[src/rtl/bag_pkg.sv]
package bag_pkg;
    typedef enum logic {
        ST_IDLE = 1'b0,
        ST_BUSY = 1'b1
    } bag_state_e;

    localparam int BAG_CNT_W_DEF = 4;
    localparam int BAG_BEATS_DEF = 4;
endpackage

[src/rtl/bag_cfg_latch.sv]
module bag_cfg_latch #(
    parameter int CNT_W = 4,
    parameter int SETS  = 2
) (
    input  logic                        clk,
    input  logic                        rst_n,
    input  logic [SETS-1:0][CNT_W-1:0]  cnt_in_i,
    output logic [SETS-1:0][CNT_W-1:0]  cnt_o
);
    for (genvar g = 0; g < SETS; g++) begin : g_set
        logic [CNT_W-1:0] val_d, val_q;

        always_comb begin
            val_d = val_q;
            if (!rst_n) begin
                val_d = cnt_in_i[g];
            end
        end

        always_ff @(posedge clk) begin
            val_q <= val_d;
        end

        assign cnt_o[g] = val_q;
    end
endmodule

[src/rtl/bag_ign_counter.sv]
module bag_ign_counter #(
    parameter int CNT_W = 4
) (
    input  logic             clk,
    input  logic             rst_n,
    input  logic             load_i,
    input  logic [CNT_W-1:0] load_val_i,
    input  logic             run_i,
    output logic [CNT_W-1:0] cnt_o,
    output logic             zero_o
);
    logic [CNT_W-1:0] cnt_d, cnt_q;

    always_comb begin
        cnt_d = cnt_q;
        if (load_i) begin
            cnt_d = load_val_i;
        end else if (run_i && (cnt_q != '0)) begin
            cnt_d = cnt_q - 1'b1;
        end
    end

    always_ff @(posedge clk or negedge rst_n) begin
        if (!rst_n) begin
            cnt_q <= '0;
        end else begin
            cnt_q <= cnt_d;
        end
    end

    assign cnt_o  = cnt_q;
    assign zero_o = (cnt_q == '0);
endmodule

[src/rtl/bag_ctrl.sv]
module bag_ctrl
    import bag_pkg::*;
#(
    parameter int CNT_W      = BAG_CNT_W_DEF,
    parameter int LINE_BEATS = BAG_BEATS_DEF,
    localparam int BEAT_W    = (LINE_BEATS > 2) ? $clog2(LINE_BEATS) : 1
) (
    input  logic              clk,
    input  logic              rst_n,
    input  logic              start_i,
    input  logic              line_i,
    input  logic              ack_i,
    input  logic              mode_en_i,
    input  logic [CNT_W-1:0]  prim_cnt_i,
    input  logic [CNT_W-1:0]  sec_cnt_i,
    output logic              cap_o,
    output logic              samp_o,
    output logic [BEAT_W-1:0] beat_o,
    output logic              done_o
);
    localparam logic [BEAT_W-1:0] LAST_BEAT = BEAT_W'(LINE_BEATS - 1);

    typedef struct packed {
        bag_state_e        state;
        logic              mode;
        logic              line;
        logic [BEAT_W-1:0] beat;
        logic              fresh;
        logic              cap;
        logic [BEAT_W-1:0] cap_beat;
        logic              done;
    } seq_t;

    seq_t seq_d, seq_q;

    logic [1:0][CNT_W-1:0] cfg_cnt;
    logic                  ld;
    logic [CNT_W-1:0]      ld_val;
    logic [CNT_W-1:0]      cnt;
    logic                  zero;
    logic                  busy;
    logic                  mode_w;
    logic                  line_w;

    bag_cfg_latch #(.CNT_W(CNT_W), .SETS(2)) u_cfg (
        .clk      (clk),
        .rst_n    (rst_n),
        .cnt_in_i ({sec_cnt_i, prim_cnt_i}),
        .cnt_o    (cfg_cnt)
    );

    bag_ign_counter #(.CNT_W(CNT_W)) u_cnt (
        .clk        (clk),
        .rst_n      (rst_n),
        .load_i     (ld),
        .load_val_i (ld_val),
        .run_i      (busy),
        .cnt_o      (cnt),
        .zero_o     (zero)
    );

    assign busy   = (seq_q.state == ST_BUSY);
    assign mode_w = seq_q.mode;
    assign line_w = seq_q.line;

    always_comb begin
        seq_d      = seq_q;
        seq_d.cap  = 1'b0;
        seq_d.done = 1'b0;
        ld         = 1'b0;
        ld_val     = '0;
        if (!busy) begin
            if (start_i) begin
                seq_d.state = ST_BUSY;
                seq_d.mode  = mode_en_i;
                seq_d.line  = line_i;
                seq_d.beat  = '0;
                seq_d.fresh = 1'b1;
                ld          = 1'b1;
                ld_val      = mode_en_i ? cfg_cnt[0] : '0;
            end
        end else if (zero) begin
            seq_d.fresh = 1'b0;
            if (ack_i) begin
                seq_d.cap      = 1'b1;
                seq_d.cap_beat = seq_q.beat;
                if (!seq_q.line || (seq_q.beat == LAST_BEAT)) begin
                    seq_d.state = ST_IDLE;
                    seq_d.done  = 1'b1;
                end else begin
                    seq_d.beat  = seq_q.beat + 1'b1;
                    seq_d.fresh = 1'b1;
                    ld          = 1'b1;
                    ld_val      = seq_q.mode ? cfg_cnt[1] : '0;
                end
            end
        end
    end

    always_ff @(posedge clk or negedge rst_n) begin
        if (!rst_n) begin
            seq_q <= '{state: ST_IDLE, mode: 1'b0, line: 1'b0, beat: '0,
                       fresh: 1'b0, cap: 1'b0, cap_beat: '0, done: 1'b0};
        end else begin
            seq_q <= seq_d;
        end
    end

    assign samp_o = busy && seq_q.mode && zero && seq_q.fresh;
    assign cap_o  = seq_q.cap;
    assign beat_o = seq_q.cap_beat;
    assign done_o = seq_q.done;
endmodule

[config.mk]
export PLATFORM = sky130hd
export DESIGN_NAME = bag_ctrl
export DESIGN_NICKNAME = d
export VERILOG_FILES = /design/src/rtl/bag_pkg.sv /design/src/rtl/bag_cfg_latch.sv /design/src/rtl/bag_ign_counter.sv /design/src/rtl/bag_ctrl.sv
export SDC_FILE = /design/constraint.sdc
export NUM_CORES = 1
export LEC_CHECK = 0
export ABC_CLOCK_PERIOD_IN_PS = 1700
export BUFFER_PORTS_ARGS = -buffer_cell sky130_fd_sc_hd__clkbuf_2
export CORE_ASPECT_RATIO = 0.7
export CORE_MARGIN = 4
export CORE_UTILIZATION = 52
export DETAILED_ROUTE_END_ITERATION = 16
export GPL_ROUTABILITY_DRIVEN = 0
export GPL_TIMING_DRIVEN = 0
export HOLD_SLACK_MARGIN = 0.05
export PLACE_DENSITY = 0.79
export SLEW_MARGIN = 10
export SYNTH_ARGS = -nofsm -noshare
export SYNTH_HDL_FRONTEND = slang
export SYNTH_SLANG_ARGS = --single-unit
[constraint.sdc]
create_clock -name clk -period 1.7 [get_ports clk]
set_input_delay 0.34 -clock clk [delete_from_list [all_inputs] [get_ports clk]]
set_output_delay 0.34 -clock clk [all_outputs]
set_load 0.02 [all_outputs]
-- Word level (Yosys, flattened, before mapping)
Cells that the tools add are included.
- add/sub/neg operators: 2
- eq/ne operators: 4
- mux-type cells: 24
- bitwise gates (word level): 1
- reductions and logical operators: 14
- operators with widths (operator ; number):
    $mux W4 ; 10
    $mux W7 ; 2
    $mux W1 ; 9
    $mux W3 ; 2
    $mux W6 ; 1
    $logic_and A1 B1 Y1 ; 4
    $logic_not A4 Y1 ; 1
    $ne A2 B2 Y1 const B ; 2
    $reduce_and A2 Y1 ; 2
    $reduce_and A4 Y1 ; 1
    $reduce_bool A2 Y1 ; 2
    $reduce_bool A4 Y1 ; 1
    $sub A4 B1 Y4 const B ; 1
    $reduce_and A3 Y1 ; 1
    $add A2 B1 Y2 const B ; 1
    $eq A2 B2 Y1 const B ; 1
    $ne A2 B1 Y1 const B ; 1
    $logic_not A1 Y1 ; 1
    $logic_or A1 B1 Y1 ; 1
    $not A1 Y1 ; 1
- bits in registers: 22
- input port bits: 14
- output and inout port bits: 5
- word-level logic and storage cells: 56

-- Logic depth before layout (Yosys ltp)
- word-level depth: 7
- mapped depth: 6
- mapped depth without buffers: 6

-- Cells and area by module
A second synthesis with hierarchy kept.
- cells, all modules: 78
- area total of the unflattened synthesis: 1004.7 sq um
- by module, submodules not included (module ; times used ; cells each ; area each (sq um) ; seq. area each (sq um)):
    bag_ctrl ; 1 ; 42 ; 490.5 ; 250.2
    bag_ign_counter ; 1 ; 27 ; 270.3 ; 100.1
    bag_cfg_latch ; 1 ; 9 ; 244.0 ; 240.2

-- Worst setup path before layout
Ideal clock, no wire load.
- path type: flip-flop to flip-flop
- from: register u_cnt.cnt_q[0], in the netlist u_cnt.cnt_o[0]
- to: register u_cnt.cnt_q[1], in the netlist u_cnt.cnt_o[1]
- setup time: 0.079 ns
- arrival time: 1.463 ns
- required time: 1.621 ns
- setup slack: 0.157 ns
- cell stages (with the launch flop): 7
- buffers on the path: 0
- period minus slack after synthesis: 1.543 ns
- cells stage by stage: dfrtp_1 -> inv_1 -> ha_1 -> inv_1 -> o31ai_1 -> mux2_2 -> mux2i_1
- word-level cells in the longest chain between the ends: 4
- elaborated cells between the ends (all ways): 11
- those cells by class: 1 x add/sub; 6 x mux; 4 x reduce/logical
- RTL lines (what ; RTL line ; source):
    from (decl) ; bag_ign_counter.sv:12 ; logic [CNT_W-1:0] cnt_d, cnt_q;
    from (signal assigned) ; bag_ign_counter.sv:27 ; cnt_q <= cnt_d;
    parallel branches: the longest is 4 deep, another holds $sub A4 B1 Y4 ; - ;
Parallel ways; which one is timed is not known. The select of a mux whose other input is x is not followed.
A chain may end at the register's enable or synchronous reset.

-- Worst setup path in the final report
- from: register u_cnt.cnt_q[0], in the netlist u_cnt.cnt_o[0]
- to: output samp_o
- word-level cells in the longest chain between the ends: 3
- RTL lines (what ; RTL line ; source):
    $logic_not A4 Y1 ; bag_ign_counter.sv:32 ; assign zero_o = (cnt_q == '0);
    $logic_and A1 B1 Y1 (2 in series) ; bag_ctrl.sv:109 ; assign samp_o = busy && seq_q.mode && zero && seq_q.fresh;
    to (decl) ; bag_ctrl.sv:17 ; output logic samp_o,
No other way between the ends.

==> run metrics <==
# DRC=0; first-pass GRT wire length=roughly 2.8 mm; detailed placement HPWL=1.23 mm; Yosys top cell by area=dfrtp_1; CP required=1.36 ns; critical path type=register to output pin; Synth Area in Compound Gates=between 10% and 20%; Post-Syn Area=between 900 and 1000 um2; largest net degree at the start of global routing=16; Post-Route WL=1.69 mm; final std cells w/o fill=120; worst ir drop on vdd=~0.0011 V; vias per cell=5.19; Switch Pwr=about 0.64 mW; #FFs+latches synth=22; 1st-iter DRT viols=12; Clock Skew=0.00549 ns; YS warnings=0; clk root buf=clkbuf_4; Clock Latency Late Sink=around 0.31 ns; cell leakage power=roughly 0.57 nW; Seq pwr share=40.7%; xor/xnor share of the synthesized area=less than 1%; RSZ-0062 raised after global routing=yes; area share of the largest cell type after synthesis=a little over a third; mux share of post-synthesis cell area=9.96%; Slew @ Worst Pin=around 0.38 ns; Worst setup SP type=register; Post-Synth Adder-Cell Area=2.55%; Fin Hold WS=0.191 ns; crit end category=output pin; placed cell count=between 100 and 150; count of final max-slew check failures=0; share of synthesized cell area in and, or, nand and nor gates=between 10% and 20%; CORE AREA=~1700 um2; Most used DFF post-synth=dfrtp_1; Syn Inst Count=a little over 70; sequential-to-total area share from yosys stat=between 60% and 70%; # IOs=19; Placed Area=around 1100 um2; pre-CTS WS=0.0251 ns; Max Clk Rate=between 500 and 600 MHz; clock sinks=22; Slew HR=approximately three quarters; failing checks=negative setup slack; arrival time at the worst endpoint=around 1.5 ns; Clock power frac=between 10% and 20%; Pint=1.37 mW; num rows=12; worst hold path class=input port to register; Comb pwr share=between 30% and 40%; final global-route overflow total=0; CTS clock-pin slew for the worst setup and hold paths=around 0.12 ns; First-pass DRT Iterations=2; largest family of logic cells by synthesized area=simple AND/OR/NAND/NOR gates; CTS tree=done; I/O Buffers=18; # diodes=0; Hold Vio Cnt, Final=0; Die H=44.3 um; Power Total=about 2.0 mW; Max clock buf depth=2; Tot GR Track Use=between 10% and 20%; status=complete, but fails checks; initial antenna violation count=0; vias in the first global route=~630; die width=~60 um; Async SR Flop Fraction=between 60 and 70%; commonest non-fill, non-tap cell in the layout=clkbuf_2; period utilization=108%; Tmin final=about 1.8 ns; final worst-path setup slack=-0.136 ns; Syn Nets=87; synth unique cells=26; number of routed nets with antenna violations=0; # Max-Cap Violations=0; die area=between 2000 and 3000 um2; final setup fails=2; Net Sw Frac=31.7%; CTS H-Tree Depth=1; fillers=114; commonest non-fill, non-tap cells in the layout=17 x clkbuf_2, 14 x dfrtp_1, 8 x edfxtp_1, 7 x buf_4, 6 x mux2_2; Initial Util=between 50 and 60%; top cells by area, synth=dfrtp_1 36%, edfxtp_1 25%, mux2_2 6.9%; EDFF count, synth=8; Layout Nets=116; Mapped Avg Cell Area=roughly 14 um2; drt wl/cell=14.0 um; share of cells above drive strength 1=between 40% and 50%; fin area=1230 um2; pwr/cell area=between 1500 and 2000 nW/um2; cts bufs inserted=3; crit path max fanout=2; via count=slightly above 600; area grow syn2layout=25.7%
## worst max-delay path, cell delays in order (launching register included)
cell,delay [ns]
dfrtp_1,0.42
inv_2,0.10
ha_4,0.14
and4bb_4,0.24
and3_4,0.19
buf_8,0.10
## routing by layer
metal | up-vias | wire [um] | GRT usage, %
li1 | 313 | - | -
met1 | 290 | 732 | 18.6
met2 | 18 | 801 | 22.4
met3 | 2 | 138 | 7.29
met4 | 0 | 13 | 3.54
met5 | - | 0 | 0
## cells in the mapped netlist, types with 2 or more instances
library cell,number
nor2b_1,2
edfxtp_1,8
o21ai_0,2
dfrtp_1,14
ha_1,2
nand2_1,3
buf_4,2
mux2i_1,3
mux2_2,6
a21oi_1,2
nor2_1,3
a32oi_1,3
inv_1,6
and3_1,3
## cells by family (layout without fill, tap and decap cells)
family	count (synthesis)	in the layout
and+or+nand+nor	17	17
adders and majority gates	2	2
DFF	22	22
AOI/OAI and AO/OA	11	11
muxes	9	9
buffers and inverters	9	37
xor gates and xnor gates	1	1
## power groups by stage
stage / Combinational [mW] / Sequential [mW] / Clock [mW]
5_1_grt: 0.877 / 0.833 / 0.430
3_3_place_gp: 0.631 / 0.810 / 0
3_5_place_dp: 0.664 / 0.822 / 0
6_report: 0.796 / 0.818 / 0.395
4_1_cts: 0.752 / 0.813 / 0.403
2_1_floorplan: 0.515 / 0.802 / 0
## path summary, 6_finish.rpt
kind,from,cells past startpoint,slack (ns),to
worst max-delay path,u_cnt.cnt_o[0]$_DFFE_PN0P_,5,-0.14,samp_o
worst min register to register,beat_o[0]$_DFFE_PN0P_,1,0.52,beat_o[0]$_DFFE_PN0P_
min in group asynchronous,rst_n,2,0.47,beat_o[1]$_DFFE_PN0P_
worst min-delay path,sec_cnt_i[1],1,0.19,u_cfg.g_set[1].val_q[1]$_DFFE_PN_
max in group asynchronous,rst_n,2,0.96,done_o$_DFF_PN0_
worst max register to register,u_cnt.cnt_o[0]$_DFFE_PN0P_,7,-0.01,u_cnt.cnt_o[1]$_DFFE_PN0P_
## stage by stage
| step | setup TNS, ns | util, % |
|---|---|---|
| final | -0.146 | 73.2 |
| after global routing | -0.348 | 73.2 |
| after CTS | -0.133 | 71.5 |
| after detailed placement | 0 | 65.2 |
| after global placement | 0 | 65.2 |
| after floorplan | 0 | - |
## repair_timing
item,in CTS,in global routing
endpoints found under the setup margin,2,4
endpoints found under the hold margin,14,0
resized for setup,6,5
setup buffers,3,2
hold buffers,1,0
pin swaps,1,3
## flip-flops by register name (all words and copies together), names as in the netlist
| name | flops |
|---|---|
| beat_o | 2 |
| busy | 1 |
| cap_o | 1 |
| done_o | 1 |
| line_w | 1 |
| mode_w | 1 |
| seq_q | 3 |
| u_cfg.g_set.val_q | 8 |
| u_cnt.cnt_o | 4 |
## final cells by class
type | count | area [um2] | area share, %
clock inverters | 1 | 30.0 | 2.44
inverters | 6 | 22.5 | 1.83
clock buffers | 3 | 22.5 | 1.83
repair buffers | 24 | 148 | 12.0
plain buffers | 3 | 20.0 | 1.63
multi-input cells | 40 | 372 | 30.2
flip-flops and latches | 22 | 591 | 48.0
well taps | 21 | 26.3 | 2.13
No activity file was read; power rests on OpenSTA's default activity.
